File: src/rtl/nct_rev_pkg.sv
package nct_rev_pkg;

    // Position of the low member of swap pair k in the stage that acts on
    // select bit b: k with a zero inserted at bit position b.
    function automatic int pair_lo(input int b, input int k);
        int low_mask;
        low_mask = (1 << b) - 1;
        return ((k >> b) << (b + 1)) | (k & low_mask);
    endfunction

    // Partner of pair_lo across select bit b.
    function automatic int pair_hi(input int b, input int k);
        return pair_lo(b, k) + (1 << b);
    endfunction

endpackage

File: src/rtl/nct_swap_cell.sv
// Controlled swap over a whole line word: when line CTRL is 1, lines LO and
// HI trade places; every other line passes straight through.
module nct_swap_cell #(
    parameter int W    = 12,
    parameter int CTRL = 0,
    parameter int LO   = 1,
    parameter int HI   = 2
) (
    input  logic [W-1:0] word_i,
    output logic [W-1:0] word_o
);

    always_comb begin
        word_o = word_i;
        if (word_i[CTRL]) begin
            word_o[LO] = word_i[HI];
            word_o[HI] = word_i[LO];
        end
    end

endmodule

File: src/rtl/nct_xor_cell.sv
// Multi-control XOR onto one line. Lines in POS_MASK must be 1 and lines in
// NEG_MASK must be 0 for the target line TGT to invert.
module nct_xor_cell #(
    parameter int           W        = 12,
    parameter logic [W-1:0] POS_MASK = '0,
    parameter logic [W-1:0] NEG_MASK = '0,
    parameter int           TGT      = 0
) (
    input  logic [W-1:0] word_i,
    output logic [W-1:0] word_o
);

    logic fire;

    assign fire = (&(word_i | ~POS_MASK)) & (&(~word_i | ~NEG_MASK));

    always_comb begin
        word_o      = word_i;
        word_o[TGT] = word_i[TGT] ^ fire;
    end

endmodule

File: src/rtl/nct_rev_gate.sv
// Reconfigurable reversible gate: steer, build controls, core Toffoli,
// unbuild controls, unsteer. All stages are one-to-one.
module nct_rev_gate
    import nct_rev_pkg::*;
#(
    parameter  int SEL_W  = 2,
    localparam int DATA_W = 1 << SEL_W,
    localparam int ANC_W  = DATA_W - 1,
    localparam int CODE_W = SEL_W + ANC_W
) (
    input  logic [DATA_W-1:0] data_i,
    input  logic [CODE_W-1:0] cfg_i,
    input  logic [ANC_W-1:0]  anc_i,
    output logic [DATA_W-1:0] data_o,
    output logic [CODE_W-1:0] cfg_o,
    output logic [ANC_W-1:0]  anc_o
);

    // Line layout inside the word.
    localparam int LINES   = DATA_W + CODE_W + ANC_W;
    localparam int DAT_LSB = 0;
    localparam int CFG_LSB = DAT_LSB + DATA_W;
    localparam int ANC_LSB = CFG_LSB + CODE_W;
    // Stage counts.
    localparam int HALF    = DATA_W / 2;
    localparam int NSW     = SEL_W * HALF;
    localparam int NCG     = ANC_W;
    localparam int GEN0    = NSW;
    localparam int CORE    = GEN0 + NCG;
    localparam int UNGEN0  = CORE + 1;
    localparam int UNSW0   = UNGEN0 + NCG;
    localparam int NST     = UNSW0 + NSW;
    localparam logic [LINES-1:0] ONE = LINES'(1);

    logic [LINES-1:0] w_d [NST+1];

    assign w_d[0] = {anc_i, cfg_i, data_i};

    // Steering: after all swaps, slot j holds data line (t XOR j).
    for (genvar s = 0; s < NSW; s++) begin : g_steer
        localparam int B = s / HALF;
        localparam int K = s % HALF;
        nct_swap_cell #(
            .W   (LINES),
            .CTRL(CFG_LSB + B),
            .LO  (DAT_LSB + pair_lo(B, K)),
            .HI  (DAT_LSB + pair_hi(B, K))
        ) u_sw (
            .word_i(w_d[s]),
            .word_o(w_d[s+1])
        );
    end

    // Control build: helper j becomes slot j+1 when enabled, else stays 1.
    for (genvar j = 0; j < NCG; j++) begin : g_gen
        localparam logic [LINES-1:0] PM = ONE << (CFG_LSB + SEL_W + j);
        localparam logic [LINES-1:0] NM = ONE << (DAT_LSB + j + 1);
        nct_xor_cell #(
            .W       (LINES),
            .POS_MASK(PM),
            .NEG_MASK(NM),
            .TGT     (ANC_LSB + j)
        ) u_cg (
            .word_i(w_d[GEN0+j]),
            .word_o(w_d[GEN0+j+1])
        );
    end

    // Core Toffoli on slot 0, controlled by every helper line.
    localparam logic [LINES-1:0] CORE_PM = ((ONE << ANC_W) - ONE) << ANC_LSB;
    nct_xor_cell #(
        .W       (LINES),
        .POS_MASK(CORE_PM),
        .NEG_MASK('0),
        .TGT     (DAT_LSB)
    ) u_core (
        .word_i(w_d[CORE]),
        .word_o(w_d[CORE+1])
    );

    // Control unbuild, mirror order.
    for (genvar j = 0; j < NCG; j++) begin : g_ungen
        localparam int G = NCG - 1 - j;
        localparam logic [LINES-1:0] PM = ONE << (CFG_LSB + SEL_W + G);
        localparam logic [LINES-1:0] NM = ONE << (DAT_LSB + G + 1);
        nct_xor_cell #(
            .W       (LINES),
            .POS_MASK(PM),
            .NEG_MASK(NM),
            .TGT     (ANC_LSB + G)
        ) u_cu (
            .word_i(w_d[UNGEN0+j]),
            .word_o(w_d[UNGEN0+j+1])
        );
    end

    // Unsteering, mirror order.
    for (genvar s = 0; s < NSW; s++) begin : g_unsteer
        localparam int S = NSW - 1 - s;
        localparam int B = S / HALF;
        localparam int K = S % HALF;
        nct_swap_cell #(
            .W   (LINES),
            .CTRL(CFG_LSB + B),
            .LO  (DAT_LSB + pair_lo(B, K)),
            .HI  (DAT_LSB + pair_hi(B, K))
        ) u_us (
            .word_i(w_d[UNSW0+s]),
            .word_o(w_d[UNSW0+s+1])
        );
    end

    assign data_o = w_d[NST][CFG_LSB-1:DAT_LSB];
    assign cfg_o  = w_d[NST][ANC_LSB-1:CFG_LSB];
    assign anc_o  = w_d[NST][LINES-1:ANC_LSB];

endmodule


File: config.mk
export PLATFORM = sky130hd
export DESIGN_NAME = nct_rev_gate
export DESIGN_NICKNAME = d
export VERILOG_FILES = /design/src/rtl/nct_rev_pkg.sv /design/src/rtl/nct_swap_cell.sv /design/src/rtl/nct_xor_cell.sv /design/src/rtl/nct_rev_gate.sv
export SDC_FILE = /design/constraint.sdc
export NUM_CORES = 1
export LEC_CHECK = 0
export ABC_AREA = 0
export BUFFER_PORTS_ARGS = -buffer_cell sky130_fd_sc_hd__buf_2
export CAP_MARGIN = 20
export CELL_PAD_IN_SITES_DETAIL_PLACEMENT = 0
export CELL_PAD_IN_SITES_GLOBAL_PLACEMENT = 1
export CORE_AREA = 3 3 40 42
export DETAILED_ROUTE_END_ITERATION = 8
export DIE_AREA = 0 0 43 45
export PLACE_DENSITY_LB_ADDON = 0.1
export SYNTH_ARGS = -nofsm -noshare
export SYNTH_HDL_FRONTEND = slang
export SYNTH_SLANG_ARGS = --single-unit
File: constraint.sdc
create_clock -name vclk -period 1.85
set_clock_uncertainty 0.2 [all_clocks]
set_input_delay 0.185 -clock vclk [all_inputs]
set_output_delay 0.185 -clock vclk [all_outputs]
set_load 0.05 [all_outputs]
* Word-level counts from Yosys, hierarchy flattened
Cells that the tools add are included. W data, S select, Z words.
Word-level totals: flip-flop bits (word level) 0, bits of input ports 12
Operators by class: reduce and logical (&&, ||, !) cells 1, bitwise logic cells 19, muxes and demuxes 12
Operator list (number):
- $mux W1 | 8
- $mux W2 | 4
- $not A4 Y4 | 2
- $xor A1 B1 Y1 | 7
- $and A1 B1 Y1 | 6
- $not A3 Y3 | 2
- $not A2 Y2 | 2
- $reduce_and A3 Y1 | 1

* Depth between registers and ports, before layout
Gate-level depths: netlist of run 1.
word-level depth 10, gate-level depth with buffers 6, gate-level depth less buffers 5

* By module
From an unflattened synthesis of run 1, not the netlist that was laid out.
Unflattened totals: cells, all modules 187, area total of the unflattened synthesis 1552.7 um^2
By module, submodules not included:
- nct_swap_cell | cells an instance 12, area an instance 97.6 um^2, times used 8
- nct_xor_cell (g_gen[0].u_cg ...) | cells an instance 13, area an instance 112.6 um^2, times used 6
- nct_xor_cell (u_core) | cells an instance 13, area an instance 96.3 um^2, times used 1

* Worst setup path before layout of run 1
OpenSTA, ideal clock, no wires.
path type input to output, start point input port cfg_i[0], end point output port data_o[3], path slack -0.505 ns, stages on the path 6, path buffers 1, arrival time 1.970 ns, data required time 1.465 ns, cells stage by stage buf_6 -> mux2_4 -> o22ai_2 -> xor2_2 -> nand4b_1 -> xnor2_1
Between the ends: cells in the longest elaborated chain, start to end 9
Ends and longest elaborated chain:
- from (decl) | line nct_rev_gate.sv:12 | input logic [CODE_W-1:0] cfg_i,
- $mux W2 | line nct_swap_cell.sv:15 | if (word_i[CTRL]) begin
- $mux W1 | line nct_swap_cell.sv:15
- $not A2 Y2, or another cell as far along | line nct_xor_cell.sv:15 | assign fire = (&(word_i | ~POS_MASK)) & (&(~word_i | ~NEG_MASK));
- $and A1 B1 Y1 | line nct_xor_cell.sv:15
- $xor A1 B1 Y1 | line nct_xor_cell.sv:19 | word_o[TGT] = word_i[TGT] ^ fire;
- $reduce_and A3 Y1 | line nct_xor_cell.sv:15
- $xor A1 B1 Y1 | line nct_xor_cell.sv:19
- $mux W1 | line nct_swap_cell.sv:15
- $mux W2 (*) | line nct_swap_cell.sv:15
- to (decl) | line nct_rev_gate.sv:14 | output logic [DATA_W-1:0] data_o,
Every way passes the cells marked *; elsewhere a longest branch is shown, timed or not.

* Final worst setup path of run 1
Same ends and word-level chain as after synthesis.

==> summary.md, run 1 <==
| Metric | Value |
|---|---|
| Status | complete, but fails checks |
| Failing checks | negative setup slack |
| Period minus WS final | just over 2000 ps |
| Via density | about 4.5 |
| Final hold viol count | 0 |
| Cells after Synth | 38 |
| Remaining Overflow, GRT | 0 |
| Ports | 24 |
| FF+latch area | 0 sq um |
| DRT Pass-1 Iters | 4 |
| Initial Util | roughly 25% |
| Syn Std Cell Area | approximately 320 sq um |
| Worst Tran Pin Value | 233 ps |
| Final HPWL DP | 703 um |
| Area of the core | 1280 sq um |
| Clock buf count | 0 |
| Hold depth | 2 |
| Avg Inst Size Synth | 8.33 sq um |
| Seq/Total Area, Yosys | 0% |
| FFs & Latches | 0 |
| # nets final | 72 |
| Number of diodes | 0 |
| # setup viols final | 4 |
| IO buf count | 24 |
| Hold Crit Endpoint | cfg_o[3] |
| Area leader, netlist | xor2_2 |
| Final Cycle Share | 111% |
| CP Capture Type | output port |
| Worst hold start | cfg_i[3] |
| Worst Path Max Fanout | 7 |
| Die Y | between 40 and 50 um |
| Final wirelength | 876 um |
| Placer Congestion | 0.757 |
| Worst hold path class | in -> out |
| Drt initial violations | 4 |
| Residual DRC | 0 |
| Share of cells above drive strength 1 | 75.9% |
| # hold bufs at CTS | 0 |
| Ranking of synthesized cells by area | xor2_2 (15%), buf_4 (12%), o22ai_2 (12%) |
| RSZ-0062 raised after global routing | yes |
| Pwr Total | between 0.0002 and 0.00025 W |
| Post-layout util | ~45% |
| WHS | 483 ps |
| Syn Nets | 50 |
| Setup TNS | -820 ps |
| Die area | 1940 sq um |
| VDD IR max | 0.139 mV |
| Vias in the first global route | approximately 310 |
| Startpoint types | input port |
| Commonest cells after routing, fill and taps aside | buf_2 (18), buf_4 (7), nand2_1 (4), xnor2_4 (4), buf_6 (4) |
| Fmax | 485 MHz |
| Unique masters post-synth | 16 |
| Total global-route track usage | 8.67% |
| Worst slew margin | 84.4% |
| Type of the worst setup path | in -> out |
| Maxcap violations | 0 |
| Power density cells | approximately 360 nW/um^2 |
| Largest net degree at the start of global routing | 9 |
| Die width | 43 um |
| CP Data Required Time | around 1500 ps |
| Final non-filler cell total | 73 |
| Area share of the largest cell type after synthesis | 15.4% |
| Final antenna-violating net count | 0 |
| Placed cells | 71 |
| Area grow syn2layout | 83.4% |
| Final Slew Violations | 0 |
| Num rows | 13 |
| Commonest non-fill, non-tap cell in the layout | buf_2 |
| Routed wire per std cell | 12.0 um |
| Final Worst Setup Slack | -210 ps |
| Synthesis Warnings | 0 |
| Initial antenna violation count | 0 |
| Data arrival time of the worst path | 1670 ps |
| Routed vias | 329 |
| Global-route wire length before repair | 1340 um |
| Lkg Pwr | roughly 0.26 nW |
[layer usage]
layer / wire (um) / track usage (%) / vias up / share of wire [%]
met5: 0 / 0 / - / 0
li1: - / - / 161 / -
met4: 0 / 0 / 0 / 0
met1: 358 / 11.4 / 146 / 41
met3: 84 / 0 / 0 / 9.6
met2: 432 / 17.1 / 22 / 49
[critical path, stage by stage]
cell,delay (ps)
buf_12,110
mux2_4,330
o22ai_4,170
xor2_2,250
nand4b_1,250
xnor2_4,200
buf_6,170
[Yosys cell counts (2+ instances only)]
library cell / n
buf_4: 5
clkbuf_1: 4
mux2_4: 2
nand2_1: 4
nand2b_1: 3
nand4_1: 3
o22ai_2: 3
xnor2_1: 4
xor2_2: 3
[final cells by class]
class / count / area, sq um
repair buffers: 30 / 208
fillers: 135 / 704
multi-input cells: 28 / 354
well taps: 15 / 18.8
[where the power goes]
part,switching (W),leakage (nW),internal [W]
sequential,0,0,0
combinational,0.000124,0.265,0.0000878
clock,0,0,0
total,0.000124,0.265,0.0000878
[how the worst max path moves through the flow]
stage | startpoint | end | slack [ps] | depth (start not counted)
4_1_cts | cfg_i[0] | data_o[3] | -220 | 7
2_1_floorplan | cfg_i[0] | data_o[3] | -160 | 6
5_1_grt | cfg_i[0] | data_o[2] | -270 | 7
3_5_place_dp | cfg_i[0] | data_o[2] | -410 | 7
3_3_place_gp | cfg_i[0] | data_o[1] | -400 | 7
6_report | cfg_i[0] | data_o[3] | -210 | 7
[through the flow]
step	instance area (sq um)	setup WS, ps
after floorplan	392	-159
after global placement	497	-396
after detailed placement	497	-408
after CTS	581	-218
after global routing	581	-269
final	581	-210
[kinds of logic after synthesis]
kind of cell	count (synthesis)	share of synthesized area, %
compound gates	3	11.9
simple gates	14	24.9
xor+xnor	7	26.5
buf+inv	10	20.2
mux	4	16.6
[repair_timing]
action	in CTS	in global routing
cloned	0	0
setup buffers	2	0
pin swaps	11	3
gates resized for setup	17	0
setup endpoints to repair	4	4
(Power assumes the default switching activity.)
==> run 2: changes to the inputs <==
--- a/config.mk
+++ b/config.mk
@@ -13,7 +13,7 @@
 export CORE_AREA = 3 3 40 42
 export DETAILED_ROUTE_END_ITERATION = 8
 export DIE_AREA = 0 0 43 45
-export PLACE_DENSITY_LB_ADDON = 0.1
+export PLACE_DENSITY = 0.72
 export SYNTH_ARGS = -nofsm -noshare
 export SYNTH_HDL_FRONTEND = slang
 export SYNTH_SLANG_ARGS = --single-unit
==> summary.md, run 2 (same netlist as run 1, synthesis figures left out) <==
| Metric | Value |
|---|---|
| Fmax | 494 MHz (was 485 MHz) |
| CP Data Required Time | 1460 ps (about the same) |
| Die Y | 45 um (unchanged) |
| Die width | 43 um (unchanged) |
| Worst hold path class | in -> out (unchanged) |
| Final hold viol count | 0 (unchanged) |
| Maxcap violations | 0 (unchanged) |
| Initial antenna violation count | 0 (unchanged) |
| Final antenna-violating net count | 0 (unchanged) |
| Via density | 4.28 (was 4.51) |
| Routed wire per std cell | 9.97 um (was 12.0 um) |
| Routed vias | 308 (was 329) |
| Commonest non-fill, non-tap cell in the layout | buf_2 (unchanged) |
| Startpoint types | input port (unchanged) |
| Placer Congestion | 0.760 (was 0.757) |
| Power density cells | 357 nW/um^2 (was 364 nW/um^2) |
| Total global-route track usage | 7.26% (was 8.67%) |
| Lkg Pwr | 0.256 nW (was 0.265 nW) |
| Commonest cells after routing, fill and taps aside | buf_2 (18), buf_6 (5), buf_4 (5) (was buf_2 (18), buf_4 (7), nand2_1 (4), xnor2_4 (4), buf_6 (4)) |
| Largest net degree at the start of global routing | 9 (unchanged) |
| FF+latch area | 0 sq um (unchanged) |
| Number of diodes | 0 (unchanged) |
| Final Worst Setup Slack | -173 ps (was -210 ps) |
| Worst Tran Pin Value | 250 ps (was 233 ps) |
| DRT Pass-1 Iters | 2 (was 4) |
| # hold bufs at CTS | 0 (unchanged) |
| CP Capture Type | output port (unchanged) |
| Num rows | 13 (unchanged) |
| Cell Area, Placed | 504 sq um (was 497 sq um) |
| Data arrival time of the worst path | 1640 ps (was 1670 ps) |
| Remaining Overflow, GRT | 0 (unchanged) |
| Initial Util | 24.6% (unchanged) |
| VDD IR max | 0.140 mV (was 0.139 mV) |
| # setup viols final | 4 (unchanged) |
| CP max-delay cell | mux2_4 (unchanged) |
| Vias in the first global route | 254 (was 314) |
| WP buf/inv | 2 (unchanged) |
| Drt initial violations | 5 (was 4) |
| Failing checks | negative setup slack (unchanged) |
| Type of the worst setup path | in -> out (unchanged) |
| Slowest stage delay, CP | 320 ps (was 330 ps) |
| Final Slew Violations | 0 (unchanged) |
| Setup TNS | -655 ps (was -820 ps) |
| WHS | 481 ps (was 483 ps) |
| Area of the core | 1280 sq um (unchanged) |
| Global-route wire length before repair | 1150 um (was 1340 um) |
| Period minus WS final | 2020 ps (was 2060 ps) |
| Die area | 1940 sq um (unchanged) |
| Worst slew margin | 83.5% (was 84.4%) |
| Status | complete, but fails checks (unchanged) |
| Share of cells above drive strength 1 | 73.7% (was 75.9%) |
| Final wirelength | 718 um (was 876 um) |
| IO buf count | 24 (unchanged) |
| Worst Path Max Fanout | 6 (was 7) |
| Placed cells | 72 (was 71) |
| Final non-filler cell total | 72 (was 73) |
| Ports | 24 (unchanged) |
| Cell-by-cell trace of the critical path | buf_12 -> mux2_4 -> o22ai_4 -> xor2_2 -> nand4_1 -> xnor2_4 -> buf_6 (was buf_12 -> mux2_4 -> o22ai_4 -> xor2_2 -> nand4b_1 -> xnor2_4 -> buf_6) |
| Final HPWL DP | 621 um (was 703 um) |
| Final instance area | 566 sq um (was 581 sq um) |
| Delay-heaviest family, CP | XOR/XNOR gates (unchanged) |
| Clock buf count | 0 (unchanged) |
| Final Cycle Share | 109% (was 111%) |
| FFs & Latches | 0 (unchanged) |
| Residual DRC | 0 (unchanged) |
| RSZ-0062 raised after global routing | yes (unchanged) |
| # nets final | 71 (was 72) |
| Area grow syn2layout | 78.7% (was 83.4%) |
run 2: cell types whose count changed in the layout (fill, tap and decap cells not counted):
cell | before | now
buf_4 | 7 | 5
buf_6 | 4 | 5
mux2_1 | 0 | 1
mux2_4 | 3 | 2
o22ai_2 | 0 | 1
o22ai_4 | 3 | 2
run 2: power by group:
part / switching, W / internal, W / total [W]
registers: 0 / 0 / 0
clock network: 0 / 0 / 0
logic: 0.000118 / 0.0000841 / 0.000202
total: 0.000118 / 0.0000841 / 0.000202
run 2: timing repair:
| item | in CTS | in global routing |
|---|---|---|
| hold endpoints to repair | 0 | 0 |
| setup buffers | 0 | 0 |
| resized for setup | 15 | 1 |
| pin swaps | 8 | 6 |
| setup endpoints to repair | 4 | 4 |
run 2: layout make-up:
type,count,area [sq um]
fill,130,719
timing repair buffer,29,204
tap,15,18.8
multi-input combinational,28,343
run 2: worst paths after layout:
kind / from / slack [ps] / depth (start not counted) / endpoint
worst max-delay path: cfg_i[0] / -170 / 7 / data_o[1]
worst min-delay path: cfg_i[0] / 480 / 2 / cfg_o[0]
run 2: per-stage QoR:
stage | power [W] | setup slack [ps] | utilization (%)
finish | 0.000202 | -173 | 44.0
global route | 0.000213 | -260 | 44.0
CTS | 0.000202 | -233 | 43.6
detailed placement | 0.000180 | -379 | 39.2
global placement | 0.000179 | -330 | 39.2
floorplan | 0.000140 | -159 | -
run 2: layer usage:
layer	global-route usage (%)	wire length, um
met4	0	0
met5	0	0
met3	0.398	76
met2	13.8	330
met1	9.69	311
==> run 3: changes to the inputs <==
==> constraint.sdc (replaced) <==
create_clock -name vclk -period 1.85
set_clock_uncertainty 0.2 [all_clocks]
set_input_delay 0.185 -clock vclk [all_inputs]
set_output_delay 0.185 -clock vclk [all_outputs]
set_load 0.005 [all_outputs]
==> summary.md, run 3 (same netlist as run 1, synthesis figures left out) <==
| Metric | Value |
|---|---|
| Die area | 1940 sq um (unchanged) |
| Final instance area | 465 sq um (was 566 sq um) |
| Drt initial violations | 10 (was 5) |
| Routed vias | 294 (was 308) |
| Worst slew margin | 85.6% (was 83.5%) |
| Hold depth | 2 (unchanged) |
| Final antenna-violating net count | 0 (unchanged) |
| IO buf count | 24 (unchanged) |
| # setup viols final | 0 (was 4) |
| Routed wire per std cell | 10.2 um (was 9.97 um) |
| FFs & Latches | 0 (unchanged) |
| Num rows | 13 (unchanged) |
| Worst Path Max Fanout | 5 (was 6) |
| Cell Area, Placed | 399 sq um (was 504 sq um) |
| Commonest non-fill, non-tap cell in the layout | buf_2 (unchanged) |
| CP max-delay cell | mux2_4 (unchanged) |
| Final Worst Setup Slack | 10.9 ps (was -173 ps) |
| DRT Pass-1 Iters | 4 (was 2) |
| Layout fillers | 139 (was 130) |
| CP Capture Type | output port (unchanged) |
| Post-layout util | 36.2% (was 44.0%) |
| Initial antenna violation count | 0 (unchanged) |
| Period minus WS final | 1840 ps (was 2020 ps) |
| Die Y | 45 um (unchanged) |
| CP Data Required Time | 1460 ps (about the same) |
| Via density | 4.26 (was 4.28) |
| FF+latch area | 0 sq um (unchanged) |
| Global-route wire length before repair | 1020 um (was 1150 um) |
| Placed cells | 68 (was 72) |
| Area of the core | 1280 sq um (unchanged) |
| # nets final | 68 (was 71) |
| Ports | 24 (unchanged) |
| WHS | 367 ps (was 481 ps) |
| Hold Crit Endpoint | cfg_o[3] (was cfg_o[0]) |
| Final Slew Violations | 0 (unchanged) |
| Remaining Overflow, GRT | 0 (unchanged) |
| Initial Util | 24.6% (unchanged) |
| Power density cells | 253 nW/um^2 (was 357 nW/um^2) |
| Commonest cells after routing, fill and taps aside | buf_2 (23), nand2_1 (4), xnor2_1 (4) (was buf_2 (18), buf_6 (5), buf_4 (5)) |
| Type of the worst setup path | in -> out (unchanged) |
| Clock buf count | 0 (unchanged) |
| Vias in the first global route | 235 (was 254) |
| Lkg Pwr | 0.218 nW (was 0.256 nW) |
| RSZ-0062 raised after global routing | yes (unchanged) |
| Residual DRC | 0 (unchanged) |
| Final hold viol count | 0 (unchanged) |
| Final wirelength | 704 um (was 718 um) |
| Die width | 43 um (unchanged) |
| Cell-by-cell trace of the critical path | buf_12 -> mux2_4 -> o22ai_4 -> xor2_2 -> nand4b_1 -> xnor2_1 -> buf_2 (was buf_12 -> mux2_4 -> o22ai_4 -> xor2_2 -> nand4_1 -> xnor2_4 -> buf_6) |
| Area of the multi-input gates | 272 sq um (was 343 sq um) |
| Startpoint types | input port (unchanged) |
| Final Cycle Share | 99.4% (was 109%) |
| Largest net degree at the start of global routing | 12 (was 9) |
| Fmax | 544 MHz (was 494 MHz) |
| Placer Congestion | 0.698 (was 0.760) |
| Status | finished clean (was complete, but fails checks) |
| VDD IR max | 0.0891 mV (was 0.140 mV) |
| # hold bufs at CTS | 0 (unchanged) |
| Place WS | -120 ps (was -379 ps) |
| Maxcap violations | 0 (unchanged) |
| Worst hold path class | in -> out (unchanged) |
| Final non-filler cell total | 69 (was 72) |
| Worst hold start | cfg_i[3] (was cfg_i[0]) |
| Post-CTS setup repair buffer count | 0 (unchanged) |
| Number of diodes | 0 (unchanged) |
| Total global-route track usage | 6.58% (was 7.26%) |
| Slowest stage delay, CP | 320 ps (about the same) |
| Share of cells above drive strength 1 | 66.7% (was 73.7%) |
| Worst Tran Pin Value | 216 ps (was 250 ps) |
| Area grow syn2layout | 47.0% (was 78.7%) |
| Data arrival time of the worst path | 1450 ps (was 1640 ps) |
run 3: changes by cell type in the layout (fill, tap and decap cells not counted):
cell	change
buf_2	+5
buf_6	-5
buf_4	-4
xnor2_1	+4
xnor2_4	-4
bufbuf_16	+1
mux2_1	-1
mux2_4	+1
run 3: worst max-delay path by stage:
stage / slack [ps] / end / startpoint
floorplan: 170 / data_o[3] / cfg_i[0]
global placement: -110 / data_o[3] / cfg_i[0]
detailed placement: -120 / data_o[3] / cfg_i[0]
CTS: -20 / data_o[3] / cfg_i[0]
global route: -70 / data_o[0] / cfg_i[0]
finish: 10 / data_o[3] / cfg_i[0]
run 3: area by class of cell:
| type | count | area share [%] |
|---|---|---|
| timing repair buffer | 26 | 37.6 |
| multi-input combinational | 28 | 58.3 |
| tap | 15 | 4.03 |
run 3: critical path, delay by kind of cell:
| family | cells | cell delay, ps |
|---|---|---|
| AO/OA/AOI/OAI | 1 | 170 |
| AND/OR/NAND/NOR | 1 | 140 |
| buffers and inverters | 2 | 240 |
| multiplexers | 1 | 320 |
| XOR/XNOR | 2 | 390 |
run 3: metrics by stage:
| step | power [W] | TNS (ps) |
|---|---|---|
| 2_1_floorplan | 0.0000673 | 0 |
| 3_3_place_gp | 0.0000965 | -389 |
| 3_5_place_dp | 0.0000969 | -409 |
| 4_1_cts | 0.000119 | -22.8 |
| 5_1_grt | 0.000127 | -269 |
| 6_report | 0.000118 | 0 |
run 3: repair_timing:
action,CTS,global route
gates resized for setup,7,0
cloned,1,0
endpoints found under the setup margin,4,4
pin swaps,8,5
run 3: metal layers:
metal	share of wire, %	vias up	global-route usage [%]
met2	42	21	11.1
met4	0	0	0
met1	46	121	10.1
met3	12	0	0
met5	0	-	0
li1	-	152	-
run 3: report_power, final:
part	leakage, nW	switching, W	internal [W]
sequential	0	0	0
combinational	0.218	0.0000523	0.0000655
clock	0	0	0
total	0.218	0.0000523	0.0000655
